## src/rtl/rail_seq_pkg.sv

```systemverilog
package rail_seq_pkg;

    typedef enum logic [2:0] {
        ST_OFF,
        ST_QUAL,
        ST_ACT,
        ST_DLY,
        ST_SLP3,
        ST_SLP5
    } seq_state_e;

    typedef enum logic [1:0] {
        REQ_RUN,
        REQ_S3,
        REQ_S5
    } sleep_req_e;

    typedef struct packed {
        logic act_sw;
        logic dual3_ldo;
        logic mem_ldo;
        logic dual5_sb;
        logic ramp;
    } rail_ctl_t;

    // Width of a counter that must hold values up to n.
    function automatic int unsigned cyc_width(input int unsigned n);
        return (n < 2) ? 1 : $clog2(n + 1);
    endfunction

    // Soft-off wins over suspend; both high means run.
    function automatic sleep_req_e decode_req(input logic s3_n, input logic s5_n);
        if (!s5_n) return REQ_S5;
        if (!s3_n) return REQ_S3;
        return REQ_RUN;
    endfunction

    function automatic seq_state_e sleep_state_for(input sleep_req_e r);
        return (r == REQ_S5) ? ST_SLP5 : ST_SLP3;
    endfunction

    function automatic rail_ctl_t rails_for(input seq_state_e s, input logic d5);
        rail_ctl_t r;
        r = '0;
        case (s)
            ST_QUAL, ST_SLP3: begin
                r.dual3_ldo = 1'b1;
                r.mem_ldo   = 1'b1;
                r.dual5_sb  = d5;
                r.ramp      = 1'b1;
            end
            ST_SLP5: begin
                r.dual3_ldo = 1'b1;
                r.dual5_sb  = d5;
                r.ramp      = 1'b1;
            end
            ST_ACT, ST_DLY: begin
                r.act_sw = 1'b1;
                r.ramp   = 1'b1;
            end
            default: r = '0;
        endcase
        return r;
    endfunction

endpackage

```

## src/rtl/seq_deglitch.sv

```systemverilog
module seq_deglitch
    import rail_seq_pkg::*;
#(
    parameter int unsigned HOLD_CYC = 4,
    parameter bit          RST_VAL  = 1'b0
) (
    input  logic clk,
    input  logic rst,
    input  logic d,
    output logic q
);

    generate
        if (HOLD_CYC <= 1) begin : g_direct
            always_ff @(posedge clk) begin
                if (rst) q <= RST_VAL;
                else     q <= d;
            end
        end else begin : g_count
            localparam int unsigned CW = cyc_width(HOLD_CYC);
            logic [CW-1:0] run_q;

            always_ff @(posedge clk) begin
                if (rst) begin
                    q     <= RST_VAL;
                    run_q <= '0;
                end else if (d == q) begin
                    run_q <= '0;
                end else if (run_q == CW'(HOLD_CYC - 1)) begin
                    q     <= d;
                    run_q <= '0;
                end else begin
                    run_q <= run_q + 1'b1;
                end
            end
        end
    endgenerate

    // the filtered value only ever adopts what the input held.
    a_r1_follows_input: assert property (@(posedge clk) disable iff (rst)
        (q != $past(q)) |-> ($past(d) == q));

endmodule

```

## src/rtl/seq_fsm.sv

```systemverilog
module seq_fsm
    import rail_seq_pkg::*;
#(
    parameter int unsigned QUAL_CYC = 1250000,
    parameter int unsigned DLY_CYC  = 10000
) (
    input  logic       clk,
    input  logic       rst,
    input  sleep_req_e req,
    input  logic       por_ok,
    input  logic       shdn,
    input  logic       ot_crit,
    input  logic       supplies_ok,
    input  logic       dual5_raw,
    output seq_state_e state,
    output logic       dual5_lat
);

    localparam int unsigned CMAX = (QUAL_CYC > DLY_CYC) ? QUAL_CYC : DLY_CYC;
    localparam int unsigned CW   = cyc_width(CMAX);

    seq_state_e    state_q, nxt;
    sleep_req_e    origin_q, origin_n;
    logic [CW-1:0] cnt_q, cnt_n;
    logic          d5_q, d5_n;
    logic          to_sleep;

    always_comb begin
        nxt      = state_q;
        origin_n = origin_q;
        if (!por_ok || shdn || ot_crit) begin
            nxt = ST_OFF;
        end else begin
            case (state_q)
                ST_OFF: begin
                    if (req == REQ_RUN) begin
                        nxt      = ST_QUAL;
                        origin_n = REQ_RUN;
                    end else begin
                        nxt = sleep_state_for(req);
                    end
                end
                ST_QUAL: begin
                    if (req == REQ_RUN) begin
                        if (supplies_ok && cnt_q == CW'(QUAL_CYC - 1)) nxt = ST_ACT;
                    end else if (origin_q == REQ_RUN || req == origin_q) begin
                        nxt = sleep_state_for(req);
                    end
                end
                ST_ACT: begin
                    if (req != REQ_RUN) nxt = ST_DLY;
                end
                ST_DLY: begin
                    if (req == REQ_RUN)                      nxt = ST_ACT;
                    else if (cnt_q == CW'(DLY_CYC - 1))      nxt = sleep_state_for(req);
                end
                ST_SLP3: begin
                    if (req == REQ_RUN) begin
                        nxt      = ST_QUAL;
                        origin_n = REQ_S3;
                    end
                end
                ST_SLP5: begin
                    if (req == REQ_RUN) begin
                        nxt      = ST_QUAL;
                        origin_n = REQ_S5;
                    end
                end
                default: nxt = ST_OFF;
            endcase
        end
    end

    always_comb begin
        cnt_n = '0;
        if (nxt == state_q) begin
            if ((state_q == ST_QUAL && req == REQ_RUN && supplies_ok) || state_q == ST_DLY)
                cnt_n = cnt_q + 1'b1;
        end
    end

    assign to_sleep = (state_q == ST_DLY) && (nxt == ST_SLP3 || nxt == ST_SLP5);

    always_comb begin
        d5_n = d5_q;
        if (state_q == ST_OFF || to_sleep) d5_n = dual5_raw;
    end

    always_ff @(posedge clk) begin
        if (rst) begin
            state_q  <= ST_OFF;
            origin_q <= REQ_RUN;
            cnt_q    <= '0;
            d5_q     <= 1'b0;
        end else begin
            state_q  <= nxt;
            origin_q <= origin_n;
            cnt_q    <= cnt_n;
            d5_q     <= d5_n;
        end
    end

    assign state     = state_q;
    assign dual5_lat = d5_q;

    // the two sleep depths never follow one another.
    a_r2_no_s3_to_s5: assert property (@(posedge clk) disable iff (rst)
        (state_q == ST_SLP3) |=> (state_q != ST_SLP5));
    a_r2_no_s5_to_s3: assert property (@(posedge clk) disable iff (rst)
        (state_q == ST_SLP5) |=> (state_q != ST_SLP3));

    // the sleep-support latch holds outside OFF and sleep entry.
    a_r3_latch_holds: assert property (@(posedge clk) disable iff (rst)
        (state_q == ST_ACT || state_q == ST_QUAL || state_q == ST_SLP3 || state_q == ST_SLP5)
        |=> (d5_q == $past(d5_q)));

endmodule

```

## src/rtl/seq_fault_keeper.sv

```systemverilog
module seq_fault_keeper #(
    parameter int unsigned N_MON = 8
) (
    input  logic             clk,
    input  logic             rst,
    input  logic [N_MON-1:0] uv_f,
    input  logic             armed,
    input  logic             ot_warn,
    input  logic             ot_crit,
    input  logic             clr,
    output logic             fault
);

    logic fault_q;
    logic hit;

    assign hit = (armed && (|uv_f)) || ot_warn || ot_crit;

    always_ff @(posedge clk) begin
        if (rst)       fault_q <= 1'b0;
        else if (clr)  fault_q <= 1'b0;
        else if (hit)  fault_q <= 1'b1;
    end

    assign fault = fault_q;

    // once raised, the fault stays until a clear arrives.
    a_r7_fault_sticky: assert property (@(posedge clk) disable iff (rst)
        (fault_q && !clr) |=> fault_q);

    // a clear input empties the fault on the next edge.
    a_r11_clear_wins: assert property (@(posedge clk) disable iff (rst)
        clr |=> !fault_q);

endmodule

```

## src/rtl/rail_seq_ctrl.sv

```systemverilog
module rail_seq_ctrl
    import rail_seq_pkg::*;
#(
    parameter int unsigned CLK_MHZ   = 50,
    parameter int unsigned GLITCH_US = 2,
    parameter int unsigned UV_US     = 10,
    parameter int unsigned SLEEP_US  = 200,
    parameter int unsigned QUAL_US   = 25000,
    parameter int unsigned N_IN      = 3,
    parameter int unsigned N_OUT     = 5
) (
    input  logic             clk,
    input  logic             rst,
    input  logic             slp3_req_n,
    input  logic             slp5_req_n,
    input  logic             dual5_keep_en,
    input  logic             shdn,
    input  logic             sb_por_ok,
    input  logic [N_IN-1:0]  in_uv,
    input  logic [N_OUT-1:0] out_uv,
    input  logic             ot_warn,
    input  logic             ot_crit,
    output logic             act_sw_en,
    output logic             dual3_ldo_en,
    output logic             mem_ldo_en,
    output logic             dual5_sb_sw_en,
    output logic             ramp_en,
    output logic             fault
);

    localparam int unsigned GL_CYC   = CLK_MHZ * GLITCH_US + 1;
    localparam int unsigned UV_CYC   = CLK_MHZ * UV_US;
    localparam int unsigned DLY_CYC  = CLK_MHZ * SLEEP_US;
    localparam int unsigned QUAL_CYC = CLK_MHZ * QUAL_US;
    localparam int unsigned N_MON    = N_IN + N_OUT;

    logic [1:0]       slp_raw, slp_f;
    logic [N_MON-1:0] uv_raw, uv_f;
    sleep_req_e       req;
    seq_state_e       state;
    logic             d5_lat;
    rail_ctl_t        rails;

    assign slp_raw = {slp5_req_n, slp3_req_n};
    assign uv_raw  = {out_uv, in_uv};

    generate
        for (genvar g = 0; g < 2; g++) begin : g_slp_filt
            seq_deglitch #(.HOLD_CYC(GL_CYC), .RST_VAL(1'b1)) u_filt (
                .clk(clk), .rst(rst), .d(slp_raw[g]), .q(slp_f[g])
            );
        end
        for (genvar m = 0; m < N_MON; m++) begin : g_uv_filt
            seq_deglitch #(.HOLD_CYC(UV_CYC), .RST_VAL(1'b0)) u_filt (
                .clk(clk), .rst(rst), .d(uv_raw[m]), .q(uv_f[m])
            );
        end
    endgenerate

    assign req = decode_req(slp_f[0], slp_f[1]);

    seq_fsm #(.QUAL_CYC(QUAL_CYC), .DLY_CYC(DLY_CYC)) u_fsm (
        .clk        (clk),
        .rst        (rst),
        .req        (req),
        .por_ok     (sb_por_ok),
        .shdn       (shdn),
        .ot_crit    (ot_crit),
        .supplies_ok(in_uv == '0),
        .dual5_raw  (dual5_keep_en),
        .state      (state),
        .dual5_lat  (d5_lat)
    );

    seq_fault_keeper #(.N_MON(N_MON)) u_fault (
        .clk    (clk),
        .rst    (rst),
        .uv_f   (uv_f),
        .armed  (state == ST_ACT || state == ST_DLY),
        .ot_warn(ot_warn),
        .ot_crit(ot_crit),
        .clr    (shdn || !sb_por_ok),
        .fault  (fault)
    );

    assign rails          = rails_for(state, d5_lat);
    assign act_sw_en      = rails.act_sw;
    assign dual3_ldo_en   = rails.dual3_ldo;
    assign mem_ldo_en     = rails.mem_ldo;
    assign dual5_sb_sw_en = rails.dual5_sb;
    assign ramp_en        = rails.ramp;

    // switches come on only after a cycle with every input supply good.
    a_r4_act_needs_good: assert property (@(posedge clk) disable iff (rst)
        $rose(act_sw_en) |-> ($past(in_uv) == '0));

    // shutdown blanks every rail and the fault on the next edge.
    a_r8_shdn_blanks: assert property (@(posedge clk) disable iff (rst)
        shdn |=> (!act_sw_en && !dual3_ldo_en && !mem_ldo_en && !dual5_sb_sw_en
                  && !ramp_en && !fault));

    // critical temperature blanks every rail on the next edge.
    a_r9_crit_blanks: assert property (@(posedge clk) disable iff (rst)
        ot_crit |=> (!act_sw_en && !dual3_ldo_en && !mem_ldo_en && !dual5_sb_sw_en
                     && !ramp_en));

endmodule

```

## config.mk

```make
export PLATFORM = sky130hd
export DESIGN_NAME = rail_seq_ctrl
export DESIGN_NICKNAME = d
export VERILOG_FILES = /design/src/rtl/rail_seq_pkg.sv /design/src/rtl/seq_deglitch.sv /design/src/rtl/seq_fsm.sv /design/src/rtl/seq_fault_keeper.sv /design/src/rtl/rail_seq_ctrl.sv
export SDC_FILE = /design/constraint.sdc
export NUM_CORES = 1
export LEC_CHECK = 0
export ABC_AREA = 1
export BUFFER_PORTS_ARGS = -buffer_cell sky130_fd_sc_hd__buf_2
export CORE_ASPECT_RATIO = 0.5
export CORE_UTILIZATION = 55
export CTS_CLUSTER_DIAMETER = 60
export DETAILED_ROUTE_END_ITERATION = 6
export GPL_TIMING_DRIVEN = 0
export PLACE_DENSITY = 0.85
export SYNTH_ARGS = -nofsm -noshare
export SYNTH_HDL_FRONTEND = slang
export SYNTH_SLANG_ARGS = --single-unit
```

## constraint.sdc

```tcl
create_clock -name clk -period 1.55 [get_ports clk]
set_input_delay 0 -clock clk [delete_from_list [all_inputs] [get_ports clk]]
set_output_delay 0 -clock clk [all_outputs]
set_load 0.01 [all_outputs]
```

==> impl_results.md <==
- Num CTS Buffers: 17
- CTS sink cnt: 124
- Maximum VDD drop: 0.000900 V
- CP endpoint: u_fsm.cnt_q[6]$_SDFF_PP0_
- Post-synthesis sequential area ratio: 43.5%
- YS warnings: 0
- GRT busiest layer: met2
- Initial Utilization: 58.5%
- Post-Syn Area per Cell: 7.39 um2
- Die Wd: 146 um
- Layout cells sized above 1: 19.6%
- Max Slew Vio Count: 0
- Lkg Pwr: 2.81 nW
- Met1 usage: 25.8%
- Period utilisation layout: 120%
- RSZ-0062 raised after global routing: true
- Pwr per Cell Area: 992 nW/um2
- Synth-to-Final Area Change: 24.5%
- Layout Cells excl Fill: 989
- Nets: 871
- DRC viols: 0
- Final min period: 1.86 ns
- GR Overflow Total: 0
- Relative slew slack: 60.3%
- Crit path capture type: flip-flop
- DP Wirelength: 8.05 mm
- # IOs: 23
- Status: finished, violations left
- Critical path startpoint: u_fsm.cnt_q[0]$_SDFF_PP0_
- Seq cells post-synth: 124
- Synth unique cells: 38
- Fmax: 0.539 GHz
- Worst skew pair latency: 0.42 ns
- CP Launch Type: flip-flop
- Failing checks: setup timing
- Crit-path max FO: 10
- R2R Setup Slk: -0.31 ns
- Worst-case reg-to-reg path depth: 13
- Fin. Hold Viols: 0
- Critical Path RT: 1.90 ns
- WL final: 13.5 mm
- Number of global-route vias before repair: 4935
- Slew @ Worst Pin: 0.592 ns
- Clock transition at path regs: 0.05 ns
- Port Buf Inserts: 22
- Worst R2R Start: u_fsm.cnt_q[0]$_SDFF_PP0_
- Dpl cells: 929
- Synthesized area: 5710 um2
- Largest net degree at the start of global routing: 17
- DIE AREA: 10800 um2
- Root Buffer: clkbuf_16
- Post-route setup slack: -0.306 ns
- CP arrival: 2.21 ns
- GRT Util Overall: 24.6%
- Min-delay worst type: in2reg
- Die height: 74.0 um
- WHS: 0.0272 ns
- Antenna viol nets, final: 0
- CTS tree: yes
- Post-Syn Nets: 802
- Worst Skew: 0.00745 ns
- Max-cap violations: 0
- Top FF cell, synth: dfxtp_1
- First-pass GRT wire length: 21.1 mm
- CP Class: reg2reg
- Max clock buf depth: 2
- Final setup viols: 25
- Grt met3 use: 6.13%
- GP Congestion: 0.874
- Row count: 25
- Routed len/inst: 13.6 um
- Vias/cell: 5.30
- # diodes: 0
- CTS H-tree lvls: 4
- Post-synth ARST share: 0%
- Detailed Route Iter0 Violations: 350
- Initial antenna violation count: 0
- Post-synth EDFFs: 0
- Core ar.: 9760 um2
- DP Area: 6050 um2
- Reg2reg end: u_fsm.cnt_q[6]$_SDFF_PP0_
- Met2 GRT Util: 47.2%
- Post-Syn Instances: 772
- Vias: 5240
- Fin util: 72.8%
- DR pass1 iterations: 5
- Post-route cell area: 7110 um2
state kept, by name (all words and copies together), names as in the netlist:
register                         cells
u_fsm.origin_q                       2
u_fsm.cnt_q                         21
g_uv_filt.u_filt.g_count.run_q      72
g_slp_filt.u_filt.g_count.run_q     14
u_fault.fault                        1
g_uv_filt.u_filt.q                   8
u_fsm.dual5_lat                      1
u_fsm.state                          3
g_slp_filt.u_filt.q                  2
worst min-delay path by stage:
| stage | endpoint | cells past startpoint | slack, ns | from |
|---|---|---|---|---|
| 2_1_floorplan | u_fault.fault$_SDFFE_PP0P_ | 1 | 0.09 | shdn |
| 3_3_place_gp | u_fault.fault$_SDFFE_PP0P_ | 2 | 0.23 | shdn |
| 3_5_place_dp | u_fault.fault$_SDFFE_PP0P_ | 2 | 0.24 | shdn |
| 4_1_cts | u_fault.fault$_SDFFE_PP0P_ | 3 | 0.01 | ot_crit |
| 5_1_grt | g_uv_filt[0].u_filt.g_count.run_q[1]$_SDFF_PP0_ | 4 | 0.03 | in_uv[0] |
| 6_report | g_uv_filt[0].u_filt.g_count.run_q[1]$_SDFF_PP0_ | 4 | 0.03 | in_uv[0] |
worst max-delay path, stage by stage (launching register included):
cell and delay [ns]:
dfxtp_2 0.35, ha_4 0.15, buf_4 0.11, nand3_4 0.11, nor2_4 0.14, nand4_1 0.11, nand2_1 0.10, nand2_2 0.06
nand3_1 0.09, nand2_1 0.08, nor2_2 0.15, nand2_4 0.09, buf_12 0.16, nor2_2 0.08
layout by cell type, fill, tap and decap left out, drive strengths merged:
cell | netlist | final
a2111oi | 1 | 1
a211o | 1 | 1
a211oi | 3 | 3
a21oi | 42 | 42
a221oi | 1 | 1
a31oi | 1 | 1
and2 | 1 | 1
and3 | 5 | 5
buf | 3 | 38
clkbuf | 2 | 22
clkinv | 0 | 8
clkinvlp | 0 | 4
dfxtp | 124 | 124
dlygate4sd3 | 0 | 15
ha | 13 | 13
inv | 129 | 129
nand2 | 111 | 111
nand3 | 37 | 37
nand3b | 1 | 1
nand4 | 11 | 11
nor2 | 149 | 149
nor3 | 28 | 28
nor3b | 16 | 16
nor4 | 12 | 12
o211ai | 3 | 3
o21a | 5 | 5
o21ai | 30 | 30
o21bai | 1 | 1
or2 | 8 | 8
or4 | 1 | 1
xnor2 | 5 | 5
xor2 | 28 | 28
cell families after synthesis:
kind of cell	share of synthesized area, %
compound gates	8.46
xor+xnor	5.06
buf+inv	9.10
flops	43.5
simple gates	31.0
fa+ha+maj	2.85
report_power, final:
group,switching [mW],internal (mW),total (mW)
Clock,1.45,2.10,3.55
Sequential,0.0233,3.22,3.24
Combinational,0.154,0.108,0.262
repair_timing:
action | CTS | global route
cloned | 1 | 0
hold endpoints to repair | 15 | 0
hold buffers | 15 | 0
setup buffers | 4 | 8
endpoints found under the setup margin | 75 | 75
resized for setup | 28 | 44
pin swaps | 5 | 12
cell usage after synthesis, types with 2 or more instances:
cell type  count  area, um2
nor2_1       124        465
or2_2          8       50.1
inv_2          6       22.5
dfxtp_1      124       2480
nor3_1        26        130
nor2_2        23        144
nand2_1      109        409
buf_6          2       22.5
clkbuf_1       2       7.51
nor4_1        12       75.1
nand3_2        2       20.0
ha_1          13        163
o21a_1         5       37.5
o21ai_0       26        130
nand3_1       35        175
and3_1         5       31.3
inv_1        123        462
xor2_1        28        245
nor2_4         2       22.5
xnor2_1        5       43.8
nor3b_1       16        120
a211oi_1       3       22.5
o211ai_1       3       22.5
o21ai_1        4       20.0
a21oi_1       42        210
nand2_2        2       12.5
nand4_1       11       68.8
per-stage QoR:
stage               power [mW]  TNS (ns)  setup WS [ns]
global route              7.28    -10.89         -0.463
detailed placement        3.50     -8.50         -0.247
finish                    7.05     -6.10         -0.306
floorplan                 3.42    -0.315        -0.0424
global placement          3.48     -4.59         -0.220
CTS                       7.02     -4.43         -0.240
metal layers:
metal  vias to the layer above  wire length, um
li1                       2608                -
met1                      2407             5500
met2                       167             6860
met3                        58              633
met4                         0              494
met5                         -                0
final cells by class:
type | count | area [um2]
sequential | 124 | 2500
tap | 135 | 169
inverter | 129 | 484
timing repair buffer | 50 | 359
multi-input combinational | 514 | 3010
buffer | 5 | 58.8
fill | 671 | 2650
clock buffer | 20 | 457
clock inverter | 12 | 73.8
(Power assumes the default switching activity.)
